$ cat src/rtl/mcs_pkg.sv
package mcs_pkg;
    localparam int unsigned N_ST  = 6;
    localparam int unsigned ST_W  = $clog2(N_ST);
    localparam int unsigned MC_W  = 2;
    localparam int unsigned BY_W  = 2;

    // Fixed slots within the frame (state index, 0 = S1)
    localparam int unsigned SL_FETCH  = 0;
    localparam int unsigned SL_DECODE = 1;
    localparam int unsigned SL_EXEC0  = 2;
    localparam int unsigned SL_BYTE2  = 3;
    localparam int unsigned SL_BYTE3  = 0;

    typedef struct packed {
        logic            run;
        logic            ph;
        logic [ST_W-1:0] st;
        logic [MC_W-1:0] mc;
        logic [MC_W-1:0] last_mc;
        logic [BY_W-1:0] nbytes;
    } seq_t;

    // Cycle-count code to index of the final machine cycle
    function automatic logic [MC_W-1:0] last_of(input logic [1:0] code);
        case (code)
            2'b00:   return MC_W'(0);
            2'b01:   return MC_W'(1);
            default: return MC_W'(3);
        endcase
    endfunction
endpackage

$ cat src/rtl/mcs_counter.sv
module mcs_counter
    import mcs_pkg::*;
(
    input  logic            clk,
    input  logic            rst,
    input  logic            idle_req,
    input  logic [1:0]      len_mc,
    input  logic [BY_W-1:0] len_bytes,
    output seq_t            q
);
    localparam logic [ST_W-1:0] ST_LAST = ST_W'(N_ST - 1);
    localparam logic [ST_W-1:0] ST_CAP  = ST_W'(SL_DECODE);

    seq_t seq_d, seq_q;
    logic at_end;
    logic capture;

    always_comb begin
        seq_d   = seq_q;
        at_end  = seq_q.run && seq_q.ph && (seq_q.st == ST_LAST)
                  && (seq_q.mc == seq_q.last_mc);
        capture = seq_q.run && seq_q.ph && (seq_q.st == ST_CAP)
                  && (seq_q.mc == '0);

        if (!seq_q.run) begin
            if (!idle_req) begin
                seq_d.run = 1'b1;
                seq_d.ph  = 1'b0;
                seq_d.st  = '0;
                seq_d.mc  = '0;
            end
        end else begin
            seq_d.ph = ~seq_q.ph;
            if (seq_q.ph) begin
                if (seq_q.st == ST_LAST) begin
                    seq_d.st = '0;
                    seq_d.mc = at_end ? '0 : seq_q.mc + 1'b1;
                end else begin
                    seq_d.st = seq_q.st + 1'b1;
                end
            end
            if (capture) begin
                seq_d.last_mc = last_of(len_mc);
                seq_d.nbytes  = len_bytes;
            end
            if (at_end && idle_req) begin
                seq_d.run = 1'b0;
                seq_d.ph  = 1'b0;
                seq_d.st  = '0;
                seq_d.mc  = '0;
            end
        end
    end

    always_ff @(posedge clk) begin
        if (rst) begin
            seq_q.run     <= 1'b1;
            seq_q.ph      <= 1'b0;
            seq_q.st      <= '0;
            seq_q.mc      <= '0;
            seq_q.last_mc <= '0;
            seq_q.nbytes  <= BY_W'(1);
        end else begin
            seq_q <= seq_d;
        end
    end

    assign q = seq_q;
endmodule

$ cat src/rtl/mcs_strobes.sv
module mcs_strobes
    import mcs_pkg::*;
(
    input  seq_t            q,
    output logic [N_ST-1:0] state_oh,
    output logic [1:0]      phase_oh,
    output logic [MC_W-1:0] mcyc_idx,
    output logic            opc_fetch,
    output logic            decode_en,
    output logic            exec_en,
    output logic            byte2_fetch,
    output logic            byte3_fetch,
    output logic            instr_end
);
    logic first_mc;
    logic second_mc;

    genvar gi;
    generate
        for (gi = 0; gi < N_ST; gi++) begin : g_state
            assign state_oh[gi] = q.run && (q.st == ST_W'(gi));
        end
    endgenerate

    always_comb begin
        first_mc    = (q.mc == '0);
        second_mc   = (q.mc == MC_W'(1));
        phase_oh    = q.run ? (q.ph ? 2'b10 : 2'b01) : 2'b00;
        mcyc_idx    = q.run ? q.mc : '0;
        opc_fetch   = state_oh[SL_FETCH]  && q.ph && first_mc;
        decode_en   = state_oh[SL_DECODE] && first_mc;
        exec_en     = q.run && !(first_mc && (q.st < ST_W'(SL_EXEC0)));
        byte2_fetch = state_oh[SL_BYTE2] && q.ph && first_mc
                      && (q.nbytes >= BY_W'(2));
        byte3_fetch = state_oh[SL_BYTE3] && q.ph && second_mc
                      && (q.nbytes == BY_W'(3)) && (q.last_mc != '0);
        instr_end   = state_oh[N_ST-1] && q.ph && (q.mc == q.last_mc);
    end
endmodule

$ cat src/rtl/mcyc_seq.sv
module mcyc_seq
    import mcs_pkg::*;
(
    input  logic            clk,
    input  logic            rst,
    input  logic            idle_req,
    input  logic [1:0]      len_mc,
    input  logic [BY_W-1:0] len_bytes,
    output logic [N_ST-1:0] state_oh,
    output logic [1:0]      phase_oh,
    output logic [MC_W-1:0] mcyc_idx,
    output logic            opc_fetch,
    output logic            decode_en,
    output logic            exec_en,
    output logic            byte2_fetch,
    output logic            byte3_fetch,
    output logic            instr_end
);
    seq_t cur;

    mcs_counter u_cnt (
        .clk       (clk),
        .rst       (rst),
        .idle_req  (idle_req),
        .len_mc    (len_mc),
        .len_bytes (len_bytes),
        .q         (cur)
    );

    mcs_strobes u_strb (
        .q           (cur),
        .state_oh    (state_oh),
        .phase_oh    (phase_oh),
        .mcyc_idx    (mcyc_idx),
        .opc_fetch   (opc_fetch),
        .decode_en   (decode_en),
        .exec_en     (exec_en),
        .byte2_fetch (byte2_fetch),
        .byte3_fetch (byte3_fetch),
        .instr_end   (instr_end)
    );
endmodule

$ cat config.mk
export PLATFORM = sky130hd
export DESIGN_NAME = mcyc_seq
export DESIGN_NICKNAME = d
export VERILOG_FILES = /design/src/rtl/mcs_pkg.sv /design/src/rtl/mcs_counter.sv /design/src/rtl/mcs_strobes.sv /design/src/rtl/mcyc_seq.sv
export SDC_FILE = /design/constraint.sdc
export NUM_CORES = 1
export LEC_CHECK = 0
export CAP_MARGIN = 20
export CORE_MARGIN = 2
export CORE_UTILIZATION = 40
export CTS_CLUSTER_DIAMETER = 100
export DETAILED_ROUTE_END_ITERATION = 7
export GPL_ROUTABILITY_DRIVEN = 0
export PLACE_DENSITY = 0.7
export SYNTH_ARGS = -nofsm -noshare
export SYNTH_HDL_FRONTEND = slang
export SYNTH_HIERARCHICAL = 1
export SYNTH_SLANG_ARGS = --single-unit
$ cat constraint.sdc
create_clock -name clk -period 2.1 [get_ports clk]
set_input_delay 0.315 -clock clk [delete_from_list [all_inputs] [get_ports clk]]
set_output_delay 0.315 -clock clk [all_outputs]
set_load 0.03 [all_outputs]
### Word level (Yosys, flattened, before mapping)

Index checks and enable logic that the tools add are counted.

| storage, ports and cells | value |
|---|---|
| flip-flop bits (word level) | 11 |
| input port bits | 7 |
| output and inout bits | 16 |
| word-level logic and storage cells | 67 |

| operators by class | value |
|---|---|
| add/sub/neg operators | 2 |
| order comparisons | 2 |
| eq/ne operators | 12 |
| mux-type cells | 11 |
| bitwise gates (word level) | 1 |
| reductions and logical operators | 33 |

Operators with widths:

| kind | count |
|---|---|
| $logic_and 1x1->1 | 25 |
| $mux 7 | 3 |
| $mux 2 | 5 |
| $eq 3x2->1 const B | 2 |
| $eq 3x3->1 const B | 2 |
| $ne 3x3->1 const B | 2 |
| $mux 5 | 1 |
| $eq 2x1->1 const B | 2 |
| $logic_not 2->1 | 2 |
| $pmux 2 s2 | 1 |
| $reduce_and 2->1 | 2 |
| $add 3x1->3 const B | 1 |
| $eq 3x1->1 const B | 1 |
| $logic_not 3->1 | 1 |
| $lt 3x2->1 const B | 1 |
| $mux 3 | 1 |
| $reduce_and 3->1 | 1 |
| $add 2x1->2 const B | 1 |
| $eq 2x2->1 | 1 |
| $eq 2x2->1 const B | 1 |
| $ge 2x2->1 const B | 1 |
| $ne 2x1->1 const B | 1 |
| $reduce_bool 2->1 | 1 |
| $logic_not 1->1 | 1 |
| $not 1->1 | 1 |

### Longest topological paths before layout

Gate-level depths: netlist (run 1).

| logic depth | value |
|---|---|
| depth in word-level cells | 8 |
| mapped depth | 5 |
| mapped depth without buffers | 5 |

### Hierarchy

Netlist (run 1), hierarchy kept.

Modules (own cells, without submodules):

| module | instances | cells an instance | area each (µm²) | sequential area each (µm²) |
|---|---|---|---|---|
| mcs_counter | 1 | 60 | 533.0 | 220.2 |
| mcs_strobes | 1 | 26 | 202.7 | 0.0 |

### Least setup slack after synthesis (run 1)

Ideal clock, no wire load.

| path | value |
|---|---|
| path kind | reg2out |
| start point | register u_cnt.seq_q, in the netlist u_cnt/q[6] |
| end point | output port byte2_fetch |
| arrival | 1616 ps |
| data required time | 1785 ps |
| setup slack | 169 ps |
| cell stages (with the launch flop) | 3 |
| path buffers | 0 |
| cells stage by stage | dfxtp_1 > nand2b_1 > nor4_1 |

| between the ends | value |
|---|---|
| longest elaborated chain between the ends | 5 |

RTL lines:

| what | line | RTL |
|---|---|---|
| from (decl) | mcs_counter.sv:14 | `seq_t seq_d, seq_q;` |
| from (signal assigned) | mcs_counter.sv:64 | `seq_q <= seq_d;` |
| $eq 3x2->1 | mcs_strobes.sv:21 | `assign state_oh[gi] = q.run && (q.st == ST_W'(gi));` |
| $logic_and 1x1->1 | mcs_strobes.sv:21 |  |
| $logic_and 1x1->1 (2 in a row) | mcs_strobes.sv:33 | `byte2_fetch = state_oh[SL_BYTE2] && q.ph && first_mc` |
| $logic_and 1x1->1 | mcs_strobes.sv:34 | `&& (q.nbytes >= BY_W'(2));` |
| to (decl) | mcyc_seq.sv:15 | `output logic byte2_fetch,` |

No other way between the ends.

### Worst setup path after layout (run 1)

| path | value |
|---|---|
| start point | register u_cnt.seq_q, in the netlist u_cnt/q[7] |
| end point | output port state_oh[0] |

| between the ends | value |
|---|---|
| longest elaborated chain between the ends | 2 |

RTL lines:

| what | line | RTL |
|---|---|---|
| $logic_not 3->1 | mcs_strobes.sv:21 |  |
| $logic_and 1x1->1 | mcs_strobes.sv:21 |  |
| to (decl) | mcyc_seq.sv:9 | `output logic [N_ST-1:0] state_oh,` |

No other way between the ends.

==> reports/summary.txt, run 1 <==
Unrepaired setup endpoints after global routing = false
Initial Util = 0.426
Fin area = 0.00105 sq mm
Most frequent cells in the layout = 10 x clkdlybuf4s50_1, 10 x dfxtp_1, 7 x dlygate4sd2_1, 7 x buf_4
First-pass GRT wire length = 2.97 mm
Layout fillers = 168
Critical Path Fanout Max = 7
Grt ovf = 0
Routed via count = 776
Finished Layout Cells = 141
Dpl hpwl = 1.41 mm
Mapped Area = 736 sq um
# hold bufs at CTS = 0
Critical path launch point type = flop
Yosys warning total = 6
Die W = 46.9 um
CP required = 1.78 ns
Port Buffers = 22
Number of global-route vias before repair = 666
Final hold violation count = 0
Core Area = 0.00173 sq mm
Routed wire length = 1.81 mm
Post-place setup slack = 0.163 ns
Synth unique cells = 37
Drt wl/cell = 12.9 um
Setup bufs post-CTS = 0
Vias per cell = 5.50
Area Growth Syn to Fin = 43.4%
Worst min path class = reg2reg
Crit end category = output port
DR iter-0 viols = 10
Initial antenna violation count = 0
Post-route antenna net violation count = 0
Area after DPL = 0.00102 sq mm
Worst-Skew Late Latency = 0.26 ns
Seq cells post-synth = 11
# IOs = 23
Row count = 15
Diode count = 0
H-tree Lvls = 1
Status = finished clean
GRT Util Overall = 0.189
Maximum vdd ir drop = 0.331 mV
Worst Path Arrival = 1.69 ns
DRC viols = 0
Clock tree buffer depth = 2
Leak = 0.000486 uW
Max-cap check violation count = 0
Final count of pins violating max slew = 0
Final #Nets = 125
Final Setup Violations = 0
Slew at the pin with the worst max-slew slack = 0.443 ns
Layout cells sized above 1 = 0.138
Final setup margin = 0.0900 ns
Pre-Repair DR Iteration Count = 4
Largest net degree at the start of global routing = 14
CTS sink cnt = 11
Die footprint = 0.00220 sq mm
Chip height = 46.9 um
Synth Area per Inst = 8.55 sq um
Syn nets = 94
Post-layout min period = 2.01 ns
Clock-pin transition on the worst setup and hold timing paths = 0.07 ns
Seq/Total Area, Yosys = 0.299
Max Freq = 498 MHz
Cells after synthesis = 86
CTS tree = done
Power density cells = 466 mW/mm^2
Fin crit share = 0.957
Clock Skew = 0.00228 ns
Max reg flops = 11
Placed Cells = 137
Worst slew margin = 0.704
TNS Setup = 0 ns
Root Driver = clkbuf_4
CTS Buf Count = 3
Kind of critical path = reg2out
## logic make-up (layout without fill, tap and decap cells)
group / count (synthesis) / in the layout / share of synthesized area
AOI/OAI and AO/OA: 15 / 15 / 0.141
xor gates and xnor gates: 4 / 4 / 0.0476
adders and majority gates: 1 / 1 / 0.0170
buffers and inverters: 7 / 37 / 0.0425
DFF: 11 / 11 / 0.299
and+or+nand+nor: 48 / 48 / 0.452
## worst max-delay path: stages, from the launching register on
cell	delay (ns)
dfxtp_1	0.38
nor4b_4	0.33
clkdlybuf4s50_1	0.72
## repair_timing
item,CTS,global route
resized for setup,8,5
hold endpoints to repair,0,0
cloned,0,0
setup endpoints to repair,7,5
## final cells by class
class	instances	area, sq um	area share
repair buffers	29	277	0.262
well taps	25	31.3	0.0297
inverters	4	15.0	0.0142
flip-flops and latches	11	221	0.210
multi-input cells	68	484	0.459
clock buffers	4	26.3	0.0249
## cells in the mapped netlist
cell type,instances,area share
a21oi_2,1,0.012
nor2_1,6,0.031
o32ai_1,2,0.024
nor4_1,3,0.026
or2_1,2,0.017
inv_1,4,0.020
and4bb_1,1,0.017
ha_1,1,0.017
nand3_1,6,0.041
a311oi_1,1,0.012
or3b_1,1,0.012
xnor2_1,2,0.024
nand2_1,3,0.015
nand4_1,2,0.017
xor2_1,2,0.024
and4_1,1,0.012
nand3b_1,5,0.051
nor4b_4,2,0.065
clkbuf_1,1,0.0051
and2_1,2,0.017
dfxtp_1,11,0.30
buf_4,1,0.010
a21oi_1,5,0.034
o2111ai_1,1,0.012
nor3b_1,1,0.010
nor2b_1,2,0.017
nor3_1,2,0.014
and3_1,1,0.0085
or3_1,1,0.0085
and2_2,2,0.020
and4b_1,1,0.014
nand2b_1,3,0.026
buf_2,1,0.0068
o21ai_0,3,0.020
o41ai_1,1,0.012
o41a_1,1,0.015
nand4bb_1,1,0.015
## power breakdown
group	switching (uW)	total [uW]	internal, uW
logic	66.6	123	56.5
clock network	67.1	141	73.5
registers	11.7	228	216
## layer usage
layer  vias to the layer above  GRT usage  share of wire
met4                         0     0.0667              0
met5                         -          0              0
met1                       361      0.241           0.44
met3                         0     0.0346          0.064
met2                        30      0.321           0.50
li1                        385          -              -
## per-stage QoR
step	util	hold WS, ns	total power [uW]
2_1_floorplan	-	0.402	306
3_3_place_gp	0.593	0.477	357
3_5_place_dp	0.593	0.487	360
4_1_cts	0.604	0.496	499
5_1_grt	0.611	0.537	520
6_report	0.611	0.499	492
## final timing paths
kind	slack (ns)	start	endpoint	cells past startpoint
min reg2reg	0.50	u_cnt/q[0]$_SDFFE_PP1P_	u_cnt/q[0]$_SDFFE_PP1P_	2
max reg2reg	0.56	u_cnt/q[5]$_SDFFE_PP0P_	u_cnt/q[2]$_SDFFE_PP0P_	6
min	0.50	u_cnt/q[0]$_SDFFE_PP1P_	u_cnt/q[0]$_SDFFE_PP1P_	2
max	0.09	u_cnt/q[7]$_SDFFE_PP0P_	state_oh[0]	2
Note: power is estimated with default switching activity, not from simulation.
==> run 2: changes to the inputs <==
--- a/config.mk
+++ b/config.mk
@@ -16,3 +16,4 @@
 export SYNTH_HDL_FRONTEND = slang
 export SYNTH_HIERARCHICAL = 1
 export SYNTH_SLANG_ARGS = --single-unit
+export TNS_END_PERCENT = 30
==> results of run 2 <==
Final layout, timing and power as in run 1 (identical DEF).
